===== src/rtl/frs_pkg.sv =====
package frs_pkg;
  localparam int OP_W    = 8;
  localparam int ADDR_W  = 32;
  localparam int TX_W    = OP_W + ADDR_W;
  localparam int LANES   = 4;
  localparam int CFG_W   = 5;
  localparam int CNT_W   = 6;
  localparam int DATA_W  = 8;

  typedef enum logic [2:0] {
    PH_IDLE, PH_CMD, PH_ADDR, PH_DUMMY, PH_DATA
  } phase_t;

  typedef struct packed {
    logic              four_b;
    logic [2:0]        al;      // address lanes: 1, 2 or 4
    logic [2:0]        dl;      // data lanes: 1, 2 or 4
    logic [3:0]        dummy;   // dummy clocks
    logic [OP_W-1:0]   opcode;
    logic [ADDR_W-1:0] addr;
  } rd_cmd_t;

  function automatic logic [2:0] data_lanes(input logic [CFG_W-1:0] c);
    return c[2] ? 3'd4 : (c[0] ? 3'd2 : 3'd1);
  endfunction

  function automatic logic [2:0] addr_lanes(input logic [CFG_W-1:0] c);
    if (c[2])      return c[3] ? 3'd4 : 3'd1;
    else if (c[0]) return c[1] ? 3'd2 : 3'd1;
    else           return 3'd1;
  endfunction

  function automatic logic [3:0] dummy_clks(input logic [2:0] al, input logic [2:0] dl,
                                            input logic fast);
    if (dl == 3'd1) return fast ? 4'd8 : 4'd0;
    case (al)
      3'd2:    return 4'd4;
      3'd4:    return 4'd6;
      default: return 4'd8;
    endcase
  endfunction

  function automatic logic [CNT_W-1:0] addr_clks(input logic four_b, input logic [2:0] al);
    case (al)
      3'd2:    return four_b ? CNT_W'(16) : CNT_W'(12);
      3'd4:    return four_b ? CNT_W'(8)  : CNT_W'(6);
      default: return four_b ? CNT_W'(32) : CNT_W'(24);
    endcase
  endfunction

  function automatic logic [CNT_W-1:0] data_clks(input logic [2:0] dl);
    case (dl)
      3'd2:    return CNT_W'(4);
      3'd4:    return CNT_W'(2);
      default: return CNT_W'(8);
    endcase
  endfunction

  function automatic logic [LANES-1:0] lane_mask(input logic [2:0] l);
    case (l)
      3'd2:    return 4'b0011;
      3'd4:    return 4'b1111;
      default: return 4'b0001;
    endcase
  endfunction
endpackage


===== src/rtl/frs_decode.sv =====
module frs_decode
  import frs_pkg::*;
#(
  parameter logic [OP_W-1:0] SLOW_OPC = 8'h03,
  parameter logic [OP_W-1:0] FAST_OPC = 8'h0B
) (
  input  logic [CFG_W-1:0] bus_cfg,
  input  logic             fast_rd,
  input  logic [OP_W-1:0]  op_dual,
  input  logic [OP_W-1:0]  op_quad,
  input  logic [7:0]       addr_b0,
  input  logic [7:0]       addr_b1,
  input  logic [7:0]       addr_b2,
  input  logic [7:0]       addr_b3,
  output rd_cmd_t          cmd
);
  logic [2:0] al, dl;

  always_comb begin
    al = addr_lanes(bus_cfg);
    dl = data_lanes(bus_cfg);
    cmd.four_b = bus_cfg[4];
    cmd.al     = al;
    cmd.dl     = dl;
    cmd.dummy  = dummy_clks(al, dl, fast_rd);
    if (dl == 3'd4)      cmd.opcode = op_quad;
    else if (dl == 3'd2) cmd.opcode = op_dual;
    else                 cmd.opcode = fast_rd ? FAST_OPC : SLOW_OPC;
    cmd.addr = {(bus_cfg[4] ? addr_b3 : 8'h00), addr_b2, addr_b1, addr_b0};
  end
endmodule


===== src/rtl/frs_engine.sv =====
module frs_engine
  import frs_pkg::*;
(
  input  logic              clk,
  input  logic              rst_n,
  input  logic              start,
  input  rd_cmd_t           cmd_d,
  input  logic [LANES-1:0]  io_in,
  output rd_cmd_t           cmd_q,
  output phase_t            phase,
  output logic              half,
  output logic [DATA_W-1:0] rd_data,
  output logic [LANES-1:0]  io_out,
  output logic [LANES-1:0]  io_oe
);
  logic [CNT_W-1:0]  left;
  logic [TX_W-1:0]   tx;
  logic [DATA_W-1:0] rx, rx_next;
  logic              last;

  assign last = (left == '0);

  always_comb begin
    case (cmd_q.dl)
      3'd2:    rx_next = {rx[DATA_W-3:0], io_in[1:0]};
      3'd4:    rx_next = {rx[DATA_W-5:0], io_in};
      default: rx_next = {rx[DATA_W-2:0], io_in[1]};
    endcase
  end

  always_comb begin
    io_out = '0;
    io_oe  = '0;
    if (phase == PH_CMD) begin
      io_out = {3'b000, tx[TX_W-1]};
      io_oe  = 4'b0001;
    end else if (phase == PH_ADDR) begin
      io_oe = lane_mask(cmd_q.al);
      case (cmd_q.al)
        3'd2:    io_out = {2'b00, tx[TX_W-1 -: 2]};
        3'd4:    io_out = tx[TX_W-1 -: 4];
        default: io_out = {3'b000, tx[TX_W-1]};
      endcase
    end
  end

  always_ff @(posedge clk or negedge rst_n) begin
    if (!rst_n) begin
      phase   <= PH_IDLE;
      half    <= 1'b0;
      left    <= '0;
      tx      <= '0;
      rx      <= '0;
      rd_data <= '0;
      cmd_q   <= '0;
    end else if (phase == PH_IDLE) begin
      half <= 1'b0;
      if (start) begin
        cmd_q <= cmd_d;
        tx    <= {cmd_d.opcode, cmd_d.four_b ? cmd_d.addr : {cmd_d.addr[23:0], 8'h00}};
        rx    <= '0;
        left  <= CNT_W'(OP_W - 1);
        phase <= PH_CMD;
      end
    end else if (!half) begin
      half <= 1'b1;
    end else begin
      half <= 1'b0;
      left <= left - CNT_W'(1);
      case (phase)
        PH_CMD: begin
          tx <= tx << 1;
          if (last) begin
            phase <= PH_ADDR;
            left  <= addr_clks(cmd_q.four_b, cmd_q.al) - CNT_W'(1);
          end
        end
        PH_ADDR: begin
          tx <= tx << cmd_q.al;
          if (last) begin
            if (cmd_q.dummy != 4'd0) begin
              phase <= PH_DUMMY;
              left  <= CNT_W'(cmd_q.dummy) - CNT_W'(1);
            end else begin
              phase <= PH_DATA;
              left  <= data_clks(cmd_q.dl) - CNT_W'(1);
            end
          end
        end
        PH_DUMMY: begin
          if (last) begin
            phase <= PH_DATA;
            left  <= data_clks(cmd_q.dl) - CNT_W'(1);
          end
        end
        PH_DATA: begin
          rx <= rx_next;
          if (last) begin
            phase   <= PH_IDLE;
            rd_data <= rx_next;
          end
        end
        default: phase <= PH_IDLE;
      endcase
    end
  end
endmodule


===== src/rtl/flash_rd_seq.sv =====
module flash_rd_seq
  import frs_pkg::*;
#(
  parameter logic [7:0] SLOW_OPC = 8'h03,
  parameter logic [7:0] FAST_OPC = 8'h0B
) (
  input  logic        clk,
  input  logic        rst_n,
  input  logic [4:0]  bus_cfg,
  input  logic        fast_rd,
  input  logic [7:0]  op_dual,
  input  logic [7:0]  op_quad,
  input  logic [7:0]  addr_b0,
  input  logic [7:0]  addr_b1,
  input  logic [7:0]  addr_b2,
  input  logic [7:0]  addr_b3,
  input  logic        start,
  output logic        busy,
  output logic [7:0]  rd_data,
  output logic        sclk,
  output logic        cs_n,
  output logic [3:0]  io_out,
  output logic [3:0]  io_oe,
  input  logic [3:0]  io_in
);
  rd_cmd_t cmd_d, cfg_q;
  phase_t  phase;
  logic    half;
  logic    cmd_phase, rx_phase;

  frs_decode #(.SLOW_OPC(SLOW_OPC), .FAST_OPC(FAST_OPC)) dec_i (
    .bus_cfg(bus_cfg), .fast_rd(fast_rd), .op_dual(op_dual), .op_quad(op_quad),
    .addr_b0(addr_b0), .addr_b1(addr_b1), .addr_b2(addr_b2), .addr_b3(addr_b3),
    .cmd(cmd_d)
  );

  frs_engine eng_i (
    .clk(clk), .rst_n(rst_n), .start(start), .cmd_d(cmd_d), .io_in(io_in),
    .cmd_q(cfg_q), .phase(phase), .half(half), .rd_data(rd_data),
    .io_out(io_out), .io_oe(io_oe)
  );

  assign busy      = (phase != PH_IDLE);
  assign cs_n      = (phase == PH_IDLE);
  assign sclk      = half;
  assign cmd_phase = (phase == PH_CMD);
  assign rx_phase  = (phase == PH_DUMMY) || (phase == PH_DATA);
endmodule


===== config.mk =====
export PLATFORM = sky130hd
export DESIGN_NAME = flash_rd_seq
export DESIGN_NICKNAME = d
export VERILOG_FILES = /design/src/rtl/frs_pkg.sv /design/src/rtl/frs_decode.sv /design/src/rtl/frs_engine.sv /design/src/rtl/flash_rd_seq.sv
export SDC_FILE = /design/constraint.sdc
export NUM_CORES = 1
export LEC_CHECK = 0
export ABC_CLOCK_PERIOD_IN_PS = 3090
export BUFFER_PORTS_ARGS = -buffer_cell sky130_fd_sc_hd__buf_4
export CAP_MARGIN = 20
export CORE_ASPECT_RATIO = 1.5
export CORE_MARGIN = 2
export CORE_UTILIZATION = 30
export CTS_BUF_LIST = sky130_fd_sc_hd__clkbuf_2 sky130_fd_sc_hd__clkbuf_4 sky130_fd_sc_hd__clkbuf_8
export CTS_CLUSTER_DIAMETER = 60
export DETAILED_ROUTE_END_ITERATION = 8
export PLACE_DENSITY = 0.58
export SLEW_MARGIN = 20
export SYNTH_ARGS = -nofsm -noshare
export SYNTH_HDL_FRONTEND = slang
export SYNTH_SLANG_ARGS = --single-unit
export TNS_END_PERCENT = 20

===== constraint.sdc =====
create_clock -name clk -period 3.09 [get_ports clk]
set_input_delay 0.4635 -clock clk [delete_from_list [all_inputs] [get_ports clk]]
set_output_delay 0.4635 -clock clk [all_outputs]
set_load 0.05 [all_outputs]

# --- After elaboration in Yosys (flattened, before gate mapping) ---
# Cells that the tools add are included.
word_totals:
  input_bits: 61
  wordCells: 115
  register_bits: 76
op_classes:
  shifts: 1
  reduce_logical: 13
  muxes: 67
  bitwise_logic: 1
  add_sub_neg: 5
  n_eq_ne: 18
op_table:
  columns: ["operator", "n"]
  rows:
  - ["$mux 6", 21]
  - ["$mux 40", 3]
  - ["$pmux 40 s2", 1]
  - ["$shl 40x3->40", 1]
  - ["$mux 3", 12]
  - ["$mux 4", 9]
  - ["$mux 32", 1]
  - ["$pmux 4 s2", 4]
  - ["$mux 7", 4]
  - ["$sub 6x1->6 const B", 4]
  - ["$eq 3x2->1 const B", 6]
  - ["$pmux 6 s3", 1]
  - ["$mux 8", 2]
  - ["$pmux 8 s2", 1]
  - ["$eq 3x3->1 const B", 5]
  - ["$ne 3x2->1 const B", 4]
  - ["$pmux 3 s4", 1]
  - ["$pmux 6 s2", 1]
  - ["$eq 3x1->1 const B", 2]
  - ["$logic_not 6->1", 1]
  - ["$reduce_and 3->1", 2]
  - ["$reduce_and 6->1", 1]
  - ["$reduce_bool 3->1", 2]
  - ["$mux 5", 1]
  - ["10 further kinds", 15]

# --- Depth between registers and ports, before layout ---
# Gate-level depths: netlist of run 1.
logic_depth:
  word_depth: 13
  mapped_depth: 12
  depth_no_buf: 10

# --- Hierarchy ---
# Synthesis of run 1 repeated with hierarchy kept, for this count alone.
unflattened:
  cells_unflattened: 819
  area_unflattened_um2: 7641.1
by_module_without_submodules:
  columns: ["module", "n_inst", "cells_per_inst", "area_per_inst_um2"]
  rows:
  - ["frs_engine", 1, 756, 7195.7]
  - ["frs_decode", 1, 61, 434.2]
  - ["flash_rd_seq", 1, 2, 11.3]

# --- Worst setup path after synthesis of run 1 ---
# OpenSTA, ideal clock, no wires.
synth_path:
  path_kind: "reg2out"
  start: "reg eng_i.cmd_q[49] in the netlist's numbering"
  end: "out io_out[1]"
  path_slack_ps: 380
  arrival_time_ps: 2247
  path_stages_with_launch: 7
  required_ps: 2626
  cell_sequence: "dfrtp_1 buf_2 inv_1 buf_2 nand2_1 o2bb2a_1 nor3_1"
synth_via:
  elab_chain_len: 4
  word_cells_on_any_way: 5
  classes_between: "eq/ne: 2; mux: 3"
synth_lines:
  columns: ["element", "line_no", "rtl"]
  rows:
  - ["from (decl)", "frs_engine.sv:9", "output rd_cmd_t cmd_q,"]
  - ["from (signal assigned)", "frs_engine.sv:59", "cmd_q <= cmd_d;"]
  - ["$eq 3x3->1 or $eq 3x2->1 (tied branches)", "frs_engine.sv:39", "case (cmd_q.al)"]
  - ["$pmux 4 s2 *", "frs_engine.sv:39", null]
  - ["$mux 4 *", "frs_engine.sv:37", "end else if (phase == PH_ADDR) begin"]
  - ["$mux 4 *", "frs_engine.sv:34", "if (phase == PH_CMD) begin"]
  - ["to (decl)", "flash_rd_seq.sv:22", "output logic [3:0] io_out,"]
# Mark *: on every way between the ends. The rest lies on a longest branch, timed or not.

# --- Final worst setup path of run 1 ---
layout_path:
  start: "reg eng_i.phase[1]"
  end: "out cs_n"
layout_via:
  elab_chain_len: 1
layout_lines:
  columns: ["element", "line_no", "rtl"]
  rows:
  - ["from (decl)", "frs_engine.sv:10", "output phase_t phase,"]
  - ["from (signal assigned)", "frs_engine.sv:49", "phase <= PH_IDLE;"]
  - ["from (signal assigned)", "frs_engine.sv:63", "phase <= PH_CMD;"]
  - ["from (signal assigned)", "frs_engine.sv:74", "phase <= PH_ADDR;"]
  - ["$logic_not 3->1", "flash_rd_seq.sv:44", "assign cs_n = (phase == PH_IDLE);"]
  - ["to (decl)", "flash_rd_seq.sv:21", "output logic cs_n,"]
# Every way passes these cells.

==> results of run 1 <==
==> path summary, 6_finish.rpt <==
path	start	end	slack (ps)	cells past startpoint
min in group clk	bus_cfg[3]	eng_i.cmd_q[49]	350	3
min reg2reg	eng_i.rd_data[2]	eng_i.rd_data[2]	480	2
max	eng_i.phase[1]	cs_n	180	4
max reg2reg	eng_i.phase[1]	eng_i.tx[31]	510	6
max in group asynchronous	rst_n	eng_i.cmd_q[47]	2110	1
min	rst_n	eng_i.rd_data[3]	190	1
==> Yosys cell counts, drive strengths merged, types with 6 or more instances <==
cell	n
dfrtp	74
o21ai	73
nand2	51
mux2i	45
buf	30
mux2	30
mux4	28
a222oi	27
a21oi	25
nor2	25
clkbuf	22
inv	14
nand3	10
nor3	10
o211ai	9
a221o	8
ha	8
a211oi	7
and3	7
nor3b	7
nand2b	6
o22ai	6
==> layout make-up <==
class                      count  area, µm²  area share (%)
clock inverter                 4       27.5           0.411
inverter                      16       60.1           0.897
timing repair buffer          97        753            11.3
multi-input combinational    441       3530            52.8
clock buffer                  11        151            2.26
tap                          252        315            4.71
sequential                    74       1850            27.7
==> metrics by stage <==
stage	area, µm²	util [%]	instances	hold WS [ps]
after floorplan	5700	-	583	168
after global placement	6510	35.0	880	466
after detailed placement	6510	35.0	880	472
after CTS	6690	35.9	895	262
after global routing	6690	35.9	895	298
final	6690	35.9	895	189
==> flip-flops by register name, summed over array words and instances, names as in the netlist <==
register / flops
eng_i.rx: 7
eng_i.half: 1
eng_i.phase: 3
eng_i.rd_data: 8
eng_i.left: 6
eng_i.tx: 40
eng_i.cmd_q: 9
==> power by group through the flow <==
stage	Clock (mW)	Combinational (mW)	Sequential (mW)
after CTS	0.746	3.31	1.79
after floorplan	0	2.59	1.60
after global placement	0	3.22	1.78
after detailed placement	0	3.29	1.80
final	0.729	3.30	1.81
after global routing	0.791	3.59	1.86
==> logic make-up after synthesis <==
family          synth area share [%]
buf+inv                         5.55
flops                           32.5
simple gates                    12.1
fa+ha+maj                       1.76
mux                             24.9
compound gates                  22.9
xor+xnor                       0.307
==> routing by layer <==
| metal | wire [µm] | vias up |
|---|---|---|
| li1 | - | 2376 |
| met1 | 6970 | 2621 |
| met2 | 9810 | 194 |
| met3 | 909 | 23 |
| met4 | 400 | 0 |
| met5 | 0 | - |
==> worst register-to-register path: stages, from the launching register on <==
cell	delay [ps]
dfrtp_1	670
clkinv_1	390
a211oi_1	440
a211o_1	590
buf_12	230
a222oi_1	70
o21ai_0	110
==> metrics, run 1 <==
pre-CTS setup slack=530 ps; Routability Congestion=0.859; grt met2 use=32.0%; Setup Skew=13.6 ps; Synth cell types=63; worst-skew pair later-pin latency=380 ps; slowest CP cell=dfrtp_1; Site Rows=61; crit-path max FO=19; worst path bufs/invs=3; initial drt markers=496; top cells by area, synth=dfrtp_1 32%, mux4_2 11%, mux2i_1 7.9%; register share of total power=30.9%; Sw Share=47.0%; global-route track usage on met1=21.3%; ratio of cells with drive above 1 in the final layout=28.3%; busiest grt layer=met2; Logic pwr share=56.6%; Die X=117 µm; CP max stage delay=670 ps; Max Slew Vio Count=0; unrepaired setup endpoints after global routing=no; WP data arrival=2440 ps; Filler cells=1906; internal power=3.09 mW; Tot Pwr=5.84 mW; Leakage Power=2.72 nW; post-route DRC violation count=0; largest net degree at the start of global routing=75; Die Y=173 µm; first-pass GRT wire length=28.4 mm; post-synth net total=652; post-CTS resize count=0; Synth Instances=583; Final Setup Violations=0; hpwl dp=13.1 mm; register area share after synthesis=32.5%; clock transition at the registers of the reported paths=80 ps; Synth top area share=32.5%; worst vdd ir=0.000326 V; initial core utilization=30.6%; total negative slack=0 ps; initial antenna violation count=0; iteration count of the initial detailed-routing pass=8; clock share of power=12.5%; I/O Buffers=79; number of flops mapped to enable cells by yosys=0; core area=0.0186 mm²; die area=0.0201 mm²; status=finished clean; Yosys reg bits=74; final worst-path setup slack=182 ps; IO Pins=80; Via density=5.83; CTS tree=built; most frequent cells in the layout=95 x buf_4, 73 x dfrtp_1, 62 x o21ai_0; Tmin final=2910 ps; cts hold-fix bufs=0; CP Cell Sequence=clkinv_1, nand2_2, clkinv_1, buf_4; CP delay by family, top=buffers and inverters; DR WL/cell=20.2 µm; Setup crit end kind=primary output; Avg Cell Area, Syn=9.78 µm²; highest clock rate=0.344 GHz; P&R area growth vs syn=17.4%; period utilization=94.1%; H-tree Lvls=3; crit-path most repeated cell=clkinv_1; YS warnings=0; worst setup path category=reg -> out; vias=5214; Power Dens Cells=872 mW/mm²; number of global-route vias before repair=5219; Post-DRT Antenna Nets=0; remaining global-route overflow=0; met3 Usage GRT=2.80%; cts bufs inserted=9; CTS Sinks=74; Post-Route WL=18.1 mm; Most used DFF post-synth=dfrtp_1; Post-CTS Repair Setup Buffers=0; ys async rst share=100%; antenna cells=0; Post-Syn Area=0.00570 mm²; P_sw=2.75 mW; max cap viols=0; Req. time, crit path=2630 ps; Max clock buf depth=2; Worst setup SP type=register; worst slew pin tran=1020 ps; CTS Root Cell=clkbuf_8; HP Class=in -> async; Slew HR=32.1%; GRT Total Usage=17.9%; fin nets=708; Fin. Hold Viols=0; area leader, netlist=dfrtp_1; most common cell after layout, fill and taps aside=buf_4
(Power assumes the default switching activity.)
==> inputs of run 2 (changes only) <==
--- a/config.mk
+++ b/config.mk
@@ -5,6 +5,7 @@
 export SDC_FILE = /design/constraint.sdc
 export NUM_CORES = 1
 export LEC_CHECK = 0
+export ABC_AREA = 1
 export ABC_CLOCK_PERIOD_IN_PS = 3090
 export BUFFER_PORTS_ARGS = -buffer_cell sky130_fd_sc_hd__buf_4
 export CAP_MARGIN = 20
@@ -15,7 +16,6 @@
 export CTS_CLUSTER_DIAMETER = 60
 export DETAILED_ROUTE_END_ITERATION = 8
 export PLACE_DENSITY = 0.58
-export SLEW_MARGIN = 20
 export SYNTH_ARGS = -nofsm -noshare
 export SYNTH_HDL_FRONTEND = slang
 export SYNTH_SLANG_ARGS = --single-unit
==> metrics, run 2 <==
top cells by area, synth=dfrtp_1 32%, nand2_1 22%, nand3_1 8.7%; top post-synthesis cells by count=333 x nand2_1, 100 x nand3_1, 74 x dfrtp_1; Final Util=35.7%; clock transition at the registers of the reported paths=90 ps; Fin. Hold Viols=12; Slew HR=58.4%; hold slack=-7.36 ps; Final Setup Violations=0; ys async rst share=100%; worst vdd ir=0.000433 V; initial core utilization=30.3%; Largest regs=eng_i.tx: 40 flops, eng_i.cmd_q: 9 flops, eng_i.rd_data: 8 flops; Post-CTS Repair Setup Buffers=0; Avg Cell Area, Syn=6.43 µm²; initial antenna violation count=0; Via density=5.08; max cap viols=0; total negative slack=0 ps; Leakage Power=3.27 nW; worst-case reg-to-reg path depth=13; I/O Buffers=79; flop2flop setup slack=740 ps; final worst-path setup slack=529 ps; Site Rows=62; antenna cells=0; Post-Syn Area=0.00574 mm²; post-synth net total=962; CTS Sinks=74; remaining global-route overflow=0; Setup Skew=12.4 ps; number of flops mapped to enable cells by yosys=0; Tot Pwr=7.68 mW; CTS tree=built; slowest CP cell=dfrtp_1; period utilization=82.9%; Die X=117 µm; post-route insts no fill=1210; Req. time, crit path=2630 ps; post-CTS resize count=0; worst slew pin tran=622 ps; Tmin final=2560 ps; Logic pwr share=66.0%; placed cell area=0.00653 mm²; register share of total power=23.3%; pre-CTS setup slack=802 ps; internal power=3.47 mW; Most used DFF post-synth=dfrtp_1; worst-skew pair later-pin latency=380 ps; max reg flops=40; worst setup path category=reg -> out; DR WL/cell=15.8 µm; Sw Share=54.8%; IO Pins=80; largest net degree at the start of global routing=75; Final Cell Area=0.00676 mm²; unrepaired setup endpoints after global routing=no; Post-Route WL=19.2 mm; Max clock buf depth=2; die area=0.0203 mm²; GRT Total Usage=19.2%; first-pass GRT wire length=30.5 mm; crit-path most repeated cell=buf_4; Synth cell types=40; number of global-route vias before repair=5886; Synth top area share=32.2%; H-tree Lvls=3; vias=6145; crit-path max FO=19; Die Y=173 µm; Inst Count DP=1193; cts hold-fix bufs=0; Setup crit end kind=primary output; cts bufs inserted=9; hpwl dp=14.0 mm; Worst setup SP type=register; Synth Instances=893; most frequent cells in the layout=332 x nand2_1, 100 x nand3_1, 93 x buf_4; Yosys reg bits=74; CTS Root Cell=clkbuf_8; area leader, netlist=dfrtp_1; Max Slew Vio Count=0; clock share of power=10.6%; Power Dens Cells=1140 mW/mm²; status=complete, but fails checks; Top reg by flops=eng_i.tx; count leader, synth=nand2_1; CP Cell Sequence=inv_2, nand3_4, nor2_1, buf_4, inv_1, o32ai_1, buf_4; fin nets=1018; WP data arrival=2100 ps; ratio of cells with drive above 1 in the final layout=13.1%; P&R area growth vs syn=17.7%; CP max stage delay=460 ps; reg2reg start=eng_i.cmd_q[44]; P_sw=4.21 mW; HP Class=in -> async; failing checks=negative hold slack; most common cell after layout, fill and taps aside=nand2_1; Routability Congestion=0.878; register area share after synthesis=32.2%; Post-DRT Antenna Nets=0; core area=0.0189 mm²; highest clock rate=0.391 GHz; post-route DRC violation count=0; iteration count of the initial detailed-routing pass=4; Crit Reg-Reg Endpoint=eng_i.left[5]; YS warnings=0; initial drt markers=405
-- run 2: cell types whose count changed after synthesis, moves of 11 or more --
cell and delta:
inv_1 +51, a222oi_1 -27, mux2_2 -30, a21oi_1 +29
mux4_2 -28, nand2_1 +284, mux2i_1 -27, o21ai_1 -11
nand3_1 +90
-- run 2: cell families (layout without fill, tap and decap cells) --
group	Yosys count	after routing	synth area share, %
fa+ha+maj	8	8	1.74
xor+xnor	3	3	0.458
buf+inv	118	179	8.63
flops	74	74	32.2
simple gates	489	489	35.6
mux	18	18	3.14
compound gates	183	183	18.2
-- run 2: worst max path at each step --
stage	end	slack, ps	from
detailed placement	eng_i.tx[39]	800	eng_i.phase[1]
floorplan	io_out[1]	210	eng_i.cmd_q[48]
global placement	eng_i.left[5]	820	eng_i.cmd_q[44]
CTS	io_out[1]	530	eng_i.phase[2]
finish	io_out[1]	530	eng_i.phase[2]
global route	io_out[0]	340	eng_i.cmd_q[49]
-- run 2: worst max-delay path, delay by kind of cell, from the launching register on --
kind                   cells  cell delay, ps
DFF                        1             460
AOI/OAI and AO/OA          1             140
and+or+nand+nor            2             430
buffers and inverters      4             670
-- run 2: power groups by stage --
stage,registers (mW),logic [mW],clock network (mW)
2_1_floorplan,1.74,3.80,0
4_1_cts,1.79,5.06,0.838
5_1_grt,1.85,5.68,0.882
3_3_place_gp,1.80,5.03,0
3_5_place_dp,1.80,5.04,0
6_report,1.79,5.07,0.817
-- run 2: area by class of cell --
class | instances | area (µm²)
Inverter | 69 | 262
Clock buffer | 9 | 124
Multi-Input combinational cell | 701 | 3400
Fill cell | 2141 | 12200
Sequential cell | 74 | 1850
Tap cell | 256 | 320
Timing Repair Buffer | 94 | 726
Clock inverter | 7 | 76.3
-- run 2: layer usage --
layer  routed length [µm]  vias up  global-route usage [%]
met3                  947       30                    2.66
met5                    0        -                       0
met2                 9890      187                    33.6
met1                 7920     2853                    23.7
met4                  420        0                    6.32
li1                     -     3075                       -
